[config.mk]
export PLATFORM = sky130hd
export DESIGN_NAME = xreg_xfer_seq
export DESIGN_NICKNAME = d
export VERILOG_FILES = /design/src/rtl/xseq_pkg.sv /design/src/rtl/xseq_decode.sv /design/src/rtl/xseq_wordctr.sv /design/src/rtl/xreg_xfer_seq.sv
export SDC_FILE = /design/constraint.sdc
export NUM_CORES = 1
export LEC_CHECK = 0
export ABC_AREA = 1
export CORE_AREA = 2 2 132 134
export CTS_BUF_LIST = sky130_fd_sc_hd__clkbuf_8
export CTS_CLUSTER_SIZE = 40
export DETAILED_ROUTE_END_ITERATION = 16
export DIE_AREA = 0 0 134 136
export GPL_TIMING_DRIVEN = 1
export PLACE_DENSITY = 0.73
export SKIP_LAST_GASP = 1
export SLEW_MARGIN = 20
export SYNTH_ARGS = -nofsm -noshare
export SYNTH_HDL_FRONTEND = slang
export SYNTH_SLANG_ARGS = --single-unit
[constraint.sdc]
create_clock -name clk -period 4.3 [get_ports clk]
set_clock_uncertainty 0.2 [all_clocks]
set_input_delay 0.86 -clock clk [delete_from_list [all_inputs] [get_ports clk]]
set_output_delay 0.86 -clock clk [all_outputs]
set_load 0.05 [all_outputs]
[src/rtl/xseq_pkg.sv]
package xseq_pkg;
   typedef enum logic [1:0] {
      XK_SINGLE = 2'd0,
      XK_PUSH   = 2'd1,
      XK_POP    = 2'd2,
      XK_MULTI  = 2'd3
   } xfer_kind_e;

   typedef enum logic [1:0] {
      XS_IDLE  = 2'd0,
      XS_SETUP = 2'd1,
      XS_DATA  = 2'd2
   } xseq_state_e;

   localparam int INSTR_W = 32;
   localparam int REGN_W  = 4;
   localparam int IMM_W   = 8;
endpackage

[src/rtl/xseq_decode.sv]
module xseq_decode
   import xseq_pkg::*;
#(
   parameter int DATA_W = 32,
   parameter int IDX_W  = 6,
   parameter int CNT_W  = 9,
   parameter int SP_REG = 13
) (
   input  logic [INSTR_W-1:0] instr_i,
   input  logic [DATA_W-1:0]  base_i,
   output xfer_kind_e         kind_o,
   output logic               load_o,
   output logic [IDX_W-1:0]   first_o,
   output logic [CNT_W-1:0]   words_o,
   output logic               wb_en_o,
   output logic [REGN_W-1:0]  wb_reg_o,
   output logic [DATA_W-1:0]  wb_val_o
);
   localparam int SGL_IDX_W = 5;
   localparam int DBL_IDX_W = 6;

   logic              f_p, f_u, f_d, f_w, f_l, f_sgl, sp_base;
   logic [REGN_W-1:0] f_rn, f_vd;
   logic [IMM_W-1:0]  f_imm;
   logic [DATA_W-1:0] offset, sum_up, sum_dn;

   assign f_p     = instr_i[24];
   assign f_u     = instr_i[23];
   assign f_d     = instr_i[22];
   assign f_w     = instr_i[21];
   assign f_l     = instr_i[20];
   assign f_rn    = instr_i[19:16];
   assign f_vd    = instr_i[15:12];
   assign f_sgl   = ~instr_i[8];
   assign f_imm   = instr_i[7:0];
   assign sp_base = (f_rn == REGN_W'(SP_REG));
   assign load_o  = f_l;

   assign offset = DATA_W'({f_imm, 2'b00});
   assign sum_up = base_i + offset;
   assign sum_dn = base_i - offset;

   always_comb begin
      if (f_p && !f_w)
         kind_o = XK_SINGLE;
      else if (!f_l && f_p && !f_u && f_w && sp_base)
         kind_o = XK_PUSH;
      else if (f_l && !f_p && f_u && f_w && sp_base)
         kind_o = XK_POP;
      else
         kind_o = XK_MULTI;
   end

   // first word index, zero-extended to the register-file index width
   logic [SGL_IDX_W-1:0] sgl_first;
   logic [DBL_IDX_W-1:0] dbl_first;
   assign sgl_first = {f_vd, f_d};
   assign dbl_first = {f_d, f_vd, 1'b0};

   generate
      if (IDX_W == DBL_IDX_W) begin : g_idx_exact
         assign first_o = f_sgl ? {1'b0, sgl_first} : dbl_first;
      end else begin : g_idx_wide
         assign first_o = f_sgl ? IDX_W'(sgl_first) : IDX_W'(dbl_first);
      end
   endgenerate

   always_comb begin
      if (kind_o == XK_SINGLE)
         words_o = f_sgl ? CNT_W'(1) : CNT_W'(2);
      else if (f_sgl)
         words_o = CNT_W'(f_imm);
      else
         words_o = CNT_W'({f_imm[IMM_W-1:1], 1'b0});
   end

   always_comb begin
      wb_en_o  = 1'b0;
      wb_reg_o = f_rn;
      wb_val_o = base_i;
      unique case (kind_o)
         XK_PUSH: begin
            wb_en_o  = 1'b1;
            wb_reg_o = REGN_W'(SP_REG);
            wb_val_o = sum_dn;
         end
         XK_POP: begin
            wb_en_o  = 1'b1;
            wb_reg_o = REGN_W'(SP_REG);
            wb_val_o = sum_up;
         end
         XK_MULTI: begin
            wb_en_o  = f_w;
            wb_val_o = f_u ? sum_up : sum_dn;
         end
         default: wb_en_o = 1'b0;
      endcase
   end
endmodule

[src/rtl/xseq_wordctr.sv]
module xseq_wordctr #(
   parameter int CNT_W = 9
) (
   input  logic             clk,
   input  logic             rst_n,
   input  logic             clr_i,
   input  logic             adv_i,
   input  logic [CNT_W-1:0] total_i,
   output logic [CNT_W-1:0] cnt_o,
   output logic             last_o
);
   always_ff @(posedge clk or negedge rst_n) begin
      if (!rst_n)
         cnt_o <= '0;
      else if (clr_i)
         cnt_o <= '0;
      else if (adv_i)
         cnt_o <= cnt_o + 1'b1;
   end

   assign last_o = ((cnt_o + 1'b1) == total_i);


   cnt_in_range_chk: assert property (@(posedge clk) disable iff (!rst_n)
      adv_i |-> (cnt_o < total_i));
endmodule

[src/rtl/xreg_xfer_seq.sv]
module xreg_xfer_seq
   import xseq_pkg::*;
#(
   parameter int DATA_W = 32,
   parameter int IDX_W  = 6,
   parameter int SP_REG = 13
) (
   input  logic              clk,
   input  logic              rst_n,
   input  logic              start_i,
   input  logic [31:0]       instr_i,
   input  logic [DATA_W-1:0] base_val_i,
   input  logic              beat_i,
   input  logic              xfer_i,
   input  logic [DATA_W-1:0] ld_data_i,
   input  logic [DATA_W-1:0] rf_rdata_i,
   output logic              busy_o,
   output logic              reject_o,
   output logic [1:0]        kind_o,
   output logic              wb_valid_o,
   output logic [3:0]        wb_reg_o,
   output logic [DATA_W-1:0] wb_val_o,
   output logic [IDX_W-1:0]  rf_idx_o,
   output logic              rf_we_o,
   output logic [DATA_W-1:0] rf_wdata_o,
   output logic [DATA_W-1:0] st_data_o,
   output logic              resp_inc_o,
   output logic              resp_done_o
);
   localparam int CNT_W = IMM_W + 1;

   generate
      if (DATA_W < 32) begin : g_bad_data_w
         $error("DATA_W must hold a full address word");
      end
      if (IDX_W < 6) begin : g_bad_idx_w
         $error("IDX_W must cover 64 register-file words");
      end
      if (SP_REG < 0 || SP_REG > 15) begin : g_bad_sp
         $error("SP_REG must name one of 16 core registers");
      end
   endgenerate

   xseq_state_e       state_q;
   xfer_kind_e        dec_kind, kind_q;
   logic              dec_load, load_q;
   logic [IDX_W-1:0]  dec_first, first_q;
   logic [CNT_W-1:0]  dec_words, words_q, cnt;
   logic              dec_wb_en, wb_en_q;
   logic [3:0]        dec_wb_reg, wb_reg_q;
   logic [DATA_W-1:0] dec_wb_val, wb_val_q;
   logic              accept, in_data, beat_ok, last;

   xseq_decode #(
      .DATA_W(DATA_W), .IDX_W(IDX_W), .CNT_W(CNT_W), .SP_REG(SP_REG)
   ) u_dec (
      .instr_i  (instr_i),
      .base_i   (base_val_i),
      .kind_o   (dec_kind),
      .load_o   (dec_load),
      .first_o  (dec_first),
      .words_o  (dec_words),
      .wb_en_o  (dec_wb_en),
      .wb_reg_o (dec_wb_reg),
      .wb_val_o (dec_wb_val)
   );

   assign accept  = start_i && (state_q == XS_IDLE);
   assign in_data = (state_q == XS_DATA);
   assign beat_ok = in_data && beat_i;

   xseq_wordctr #(.CNT_W(CNT_W)) u_ctr (
      .clk     (clk),
      .rst_n   (rst_n),
      .clr_i   (accept),
      .adv_i   (beat_ok),
      .total_i (words_q),
      .cnt_o   (cnt),
      .last_o  (last)
   );

   always_ff @(posedge clk or negedge rst_n) begin
      if (!rst_n) begin
         kind_q   <= XK_SINGLE;
         load_q   <= 1'b0;
         first_q  <= '0;
         words_q  <= '0;
         wb_en_q  <= 1'b0;
         wb_reg_q <= '0;
         wb_val_q <= '0;
      end else if (accept) begin
         kind_q   <= dec_kind;
         load_q   <= dec_load;
         first_q  <= dec_first;
         words_q  <= dec_words;
         wb_en_q  <= dec_wb_en;
         wb_reg_q <= dec_wb_reg;
         wb_val_q <= dec_wb_val;
      end
   end

   always_ff @(posedge clk or negedge rst_n) begin
      if (!rst_n)
         state_q <= XS_IDLE;
      else begin
         unique case (state_q)
            XS_IDLE:  if (accept) state_q <= XS_SETUP;
            XS_SETUP: state_q <= (words_q == '0) ? XS_IDLE : XS_DATA;
            XS_DATA:  if (beat_i && last) state_q <= XS_IDLE;
            default:  state_q <= XS_IDLE;
         endcase
      end
   end

   assign busy_o      = (state_q != XS_IDLE);
   assign reject_o    = start_i && busy_o;
   assign kind_o      = kind_q;
   assign wb_valid_o  = (state_q == XS_SETUP) && wb_en_q;
   assign wb_reg_o    = wb_reg_q;
   assign wb_val_o    = wb_val_q;
   assign rf_idx_o    = first_q + IDX_W'(cnt);
   assign rf_we_o     = beat_ok && load_q;
   assign rf_wdata_o  = ld_data_i;
   assign st_data_o   = rf_rdata_i;
   assign resp_inc_o  = beat_ok && !last;
   assign resp_done_o = (beat_ok && last) || (in_data && !beat_i && xfer_i && load_q);


   wb_after_accept_chk: assert property (@(posedge clk) disable iff (!rst_n)
      wb_valid_o |-> $past(start_i && !busy_o));

   idx_step_chk: assert property (@(posedge clk) disable iff (!rst_n)
      resp_inc_o |=> (rf_idx_o == IDX_W'($past(rf_idx_o) + 1'b1)));

   done_to_idle_chk: assert property (@(posedge clk) disable iff (!rst_n)
      (beat_i && resp_done_o) |=> !busy_o);

   strobe_hold_chk: assert property (@(posedge clk) disable iff (!rst_n)
      (busy_o && xfer_i && !beat_i) |=> $stable(rf_idx_o));

   reject_busy_chk: assert property (@(posedge clk) disable iff (!rst_n)
      reject_o |=> $stable(kind_o));

   write_busy_chk: assert property (@(posedge clk) disable iff (!rst_n)
      rf_we_o |-> (busy_o && !wb_valid_o));
endmodule

==> flow_metrics.tcl <==
set metrics [dict create \
    cts_made_buffers 9 \
    post-cts-setup-buffers 0 \
    die_area_um2 18200 \
    rsz0062_at_grt "false" \
    area_growth_pct 15.3 \
    combinationalPowerShare_pct 58.9 \
    finalCriticalPeriod_ns 4.02 \
    row_count 48 \
    grtUsageTotal_pct 23.6 \
    avgSynthCellArea_um2 6.37 \
    ioPinCount 247 \
    fin_nets 1240 \
    synthFlopType "dfrtp_1" \
    ys.warnings.count 0 \
    path_class "register to primary output" \
    fin_tns_setup_ns 0 \
    grt_pass1_wl_um 33800 \
    ant_nets 0 \
    num_antenna_cells 0 \
    status "completed" \
    leakage_uw 0.00368 \
    grt-ovfl-total 0 \
    cts-root-buf "clkbuf_8" \
    drc_errors 0 \
    holdCritPathClass "register to register" \
    fin_area_um2 7670 \
    synth_common_cells "294 x nand2_1, 135 x nand3_1, 121 x inv_1, 71 x nor2_1, 70 x buf_4" \
    report.final.setup_viol 0 \
    placed_area_um2 7440 \
    synth_nets 1206 \
    drt_iter0_markers 515 \
    clk_latency_ns 0.38 \
    viasPerCell 5.31 \
    syn_area_um2 6650 \
    drt_first_pass_iters 8 \
    syn_inst 1045 \
    ctsResizeCount 0 \
    path_common_cell "nor2_1" \
    via_count 6955 \
    finalHoldViolations 0 \
    grt_max_degree 39 \
    seqPwrFrac_pct 25.1 \
    drive_above_1_share_pct 7.93 \
    cts_hold_buf 0 \
    start_util_pct 39.4 \
    antenna_found_initial 0 \
    arrival_ns 2.96 \
    cts_tree "built" \
    finalCritPeriodShare_pct 93.5 \
    synthTopCellsByArea "dfrtp_1 24%, nand2_1 17%, nand3_1 10%" \
    maxSlewHeadroom_pct 45.6 \
    critical_path.max_fanout 4 \
    synth_cell_types 47 \
    place_congestion 0.986 \
    cap_viol_max_count 0 \
    synth_top_area_cell "dfrtp_1" \
    synth-seq-cells 65 \
    synthArstFlopShare_pct 100 \
    chipHeight_um 136 \
    slew_viol_final 0 \
    sw_frac_of_total_pct 51.4 \
    wl_per_cell_um 16.1 \
    power.density_nw_per_um2 526 \
    internal_power_uw 1960 \
    synth_top_area_share_pct 24.4 \
    crit_family "buffers and inverters" \
    fill_cells 1723 \
    max_freq_mhz 249 \
    cp_data_required_time_ns 3.24 \
    clock_sinks 65 \
    finalWirelength_um 21000 \
    endpoint_kind "primary output" \
    numPortBuffers 108 \
    cp_slowest_cell "clkdlybuf4s50_1" \
    clockPowerShare_pct 16.0 \
    ir_worst_vdd_mv 0.560 \
    core_area_um2 16900 \
    worstMarginPinSlew_ns 0.815 \
    grt_pass1_vias 6492 \
    clk_pin_slew_ns 0.09 \
    power.switching_uw 2070 \
    place_hpwl_um 15800 \
    worst-path-buf-inv 1 \
    yosysMostFrequentCell "nand2_1" \
    crit_path_cell_trace "ha_1 -> nand4_1 -> nor2_1 -> nand2_1 -> nor2_1 -> xor2_1 -> nand3_1 -> o21ai_2 -> clkdlybuf4s50_1" \
    synth-edff-count 0 \
    yosysSeqAreaShare_pct 24.4 \
    max_stage_delay_ns 0.80 \
    start_kind "register" \
    clock_path_buffers 2 \
    htree_num_levels 3 \
    die_w_um 134 \
]
[worst reg2reg max path, stage by stage, from the launching register on]
cell	delay (ns)
dfrtp_1	0.40
nor2_1	0.08
inv_1	0.09
nor2_2	0.05
inv_2	0.47
buf_4	0.49
a21oi_1	0.09
nand2_1	0.13
nand2_1	0.07
[sequential cells by signal, summed over array words and instances (netlist names)]
name         count
state_q          2
wb_en_q          1
u_ctr.cnt_o      9
wb_reg_o         4
wb_val_o        32
first_q          6
kind_o           2
load_q           1
words_q          8
[cells by family (layout without fill, tap and decap cells)]
family	after synthesis	after routing	share of synthesized area, %
flops	65	65	24.4
compound gates	122	122	10.7
simple gates	584	584	39.8
fa+ha+maj	28	28	5.60
xor+xnor	16	16	2.11
buf+inv	230	269	17.4
[through the flow]
step | setup WS (ns) | total power, uW | instances | utilization (%) | hold slack (ns)
4_1_cts | 0.271 | 4050 | 1309 | 45.4 | 0.285
5_1_grt | 0.101 | 4270 | 1309 | 45.4 | 0.307
2_1_floorplan | 1.12 | 2760 | 1045 | - | 0.248
3_3_place_gp | 0.552 | 3360 | 1293 | 44.1 | 0.255
6_report | 0.279 | 4030 | 1309 | 45.4 | 0.278
3_5_place_dp | 0.517 | 3390 | 1293 | 44.1 | 0.265
[metal layers]
metal | GRT usage [%] | share of wire, % | vias to the layer above
met5 | 0 | 0 | -
met4 | 9.16 | 2.8 | 0
met3 | 4.36 | 7.5 | 50
met2 | 39.8 | 47 | 278
met1 | 29.9 | 42 | 3235
li1 | - | - | 3392
[cell type report]
class | instances | area, um2 | area share, %
Clock buffer | 9 | 124 | 1.62
Clock inverter | 7 | 100 | 1.31
Inverter | 134 | 507 | 6.61
Multi-Input combinational cell | 750 | 3870 | 50.5
Sequential cell | 65 | 1630 | 21.2
Tap cell | 225 | 282 | 3.67
Timing Repair Buffer | 119 | 1160 | 15.1
[cells in the final DEF (no fill, tap or decap), drive strengths merged, types with 2 or more instances in the layout]
cell type and n:
a21oi 52, a31oi 2, buf 12, bufinv 2, clkbuf 9, clkdlybuf4s50 107
clkinv 3, dfrtp 65, fa 3, ha 25, inv 136, nand2 301
nand3 139, nand4 28, nor2 91, nor3 18, nor4 2, o211ai 4
o21ai 41, o21bai 3, o22ai 15, or2 3, xnor2 4, xor2 12
[power by group through the flow]
stage / sequential [uW] / combinational [uW] / clock, uW
CTS: 1010 / 2380 / 659
floorplan: 1600 / 1160 / 0
global route: 1040 / 2550 / 683
global placement: 1020 / 2340 / 0
finish: 1010 / 2380 / 644
detailed placement: 1020 / 2370 / 0
[worst paths after layout]
path | slack (ns) | start | cells past startpoint | endpoint
min | 0.28 | wb_reg_o[2] | 2 | wb_reg_o[2]
max reg2reg | 2.11 | state_q[1] | 8 | wb_val_o[29]
max | 0.28 | u_ctr.cnt_o[1] | 9 | resp_done_o
max in group asynchronous | 2.74 | rst_n | 2 | wb_val_o[24]
min reg2reg | 0.28 | wb_reg_o[2] | 2 | wb_reg_o[2]
min in group asynchronous | 0.36 | rst_n | 1 | wb_val_o[21]
No activity file was read; power rests on OpenSTA's default activity.
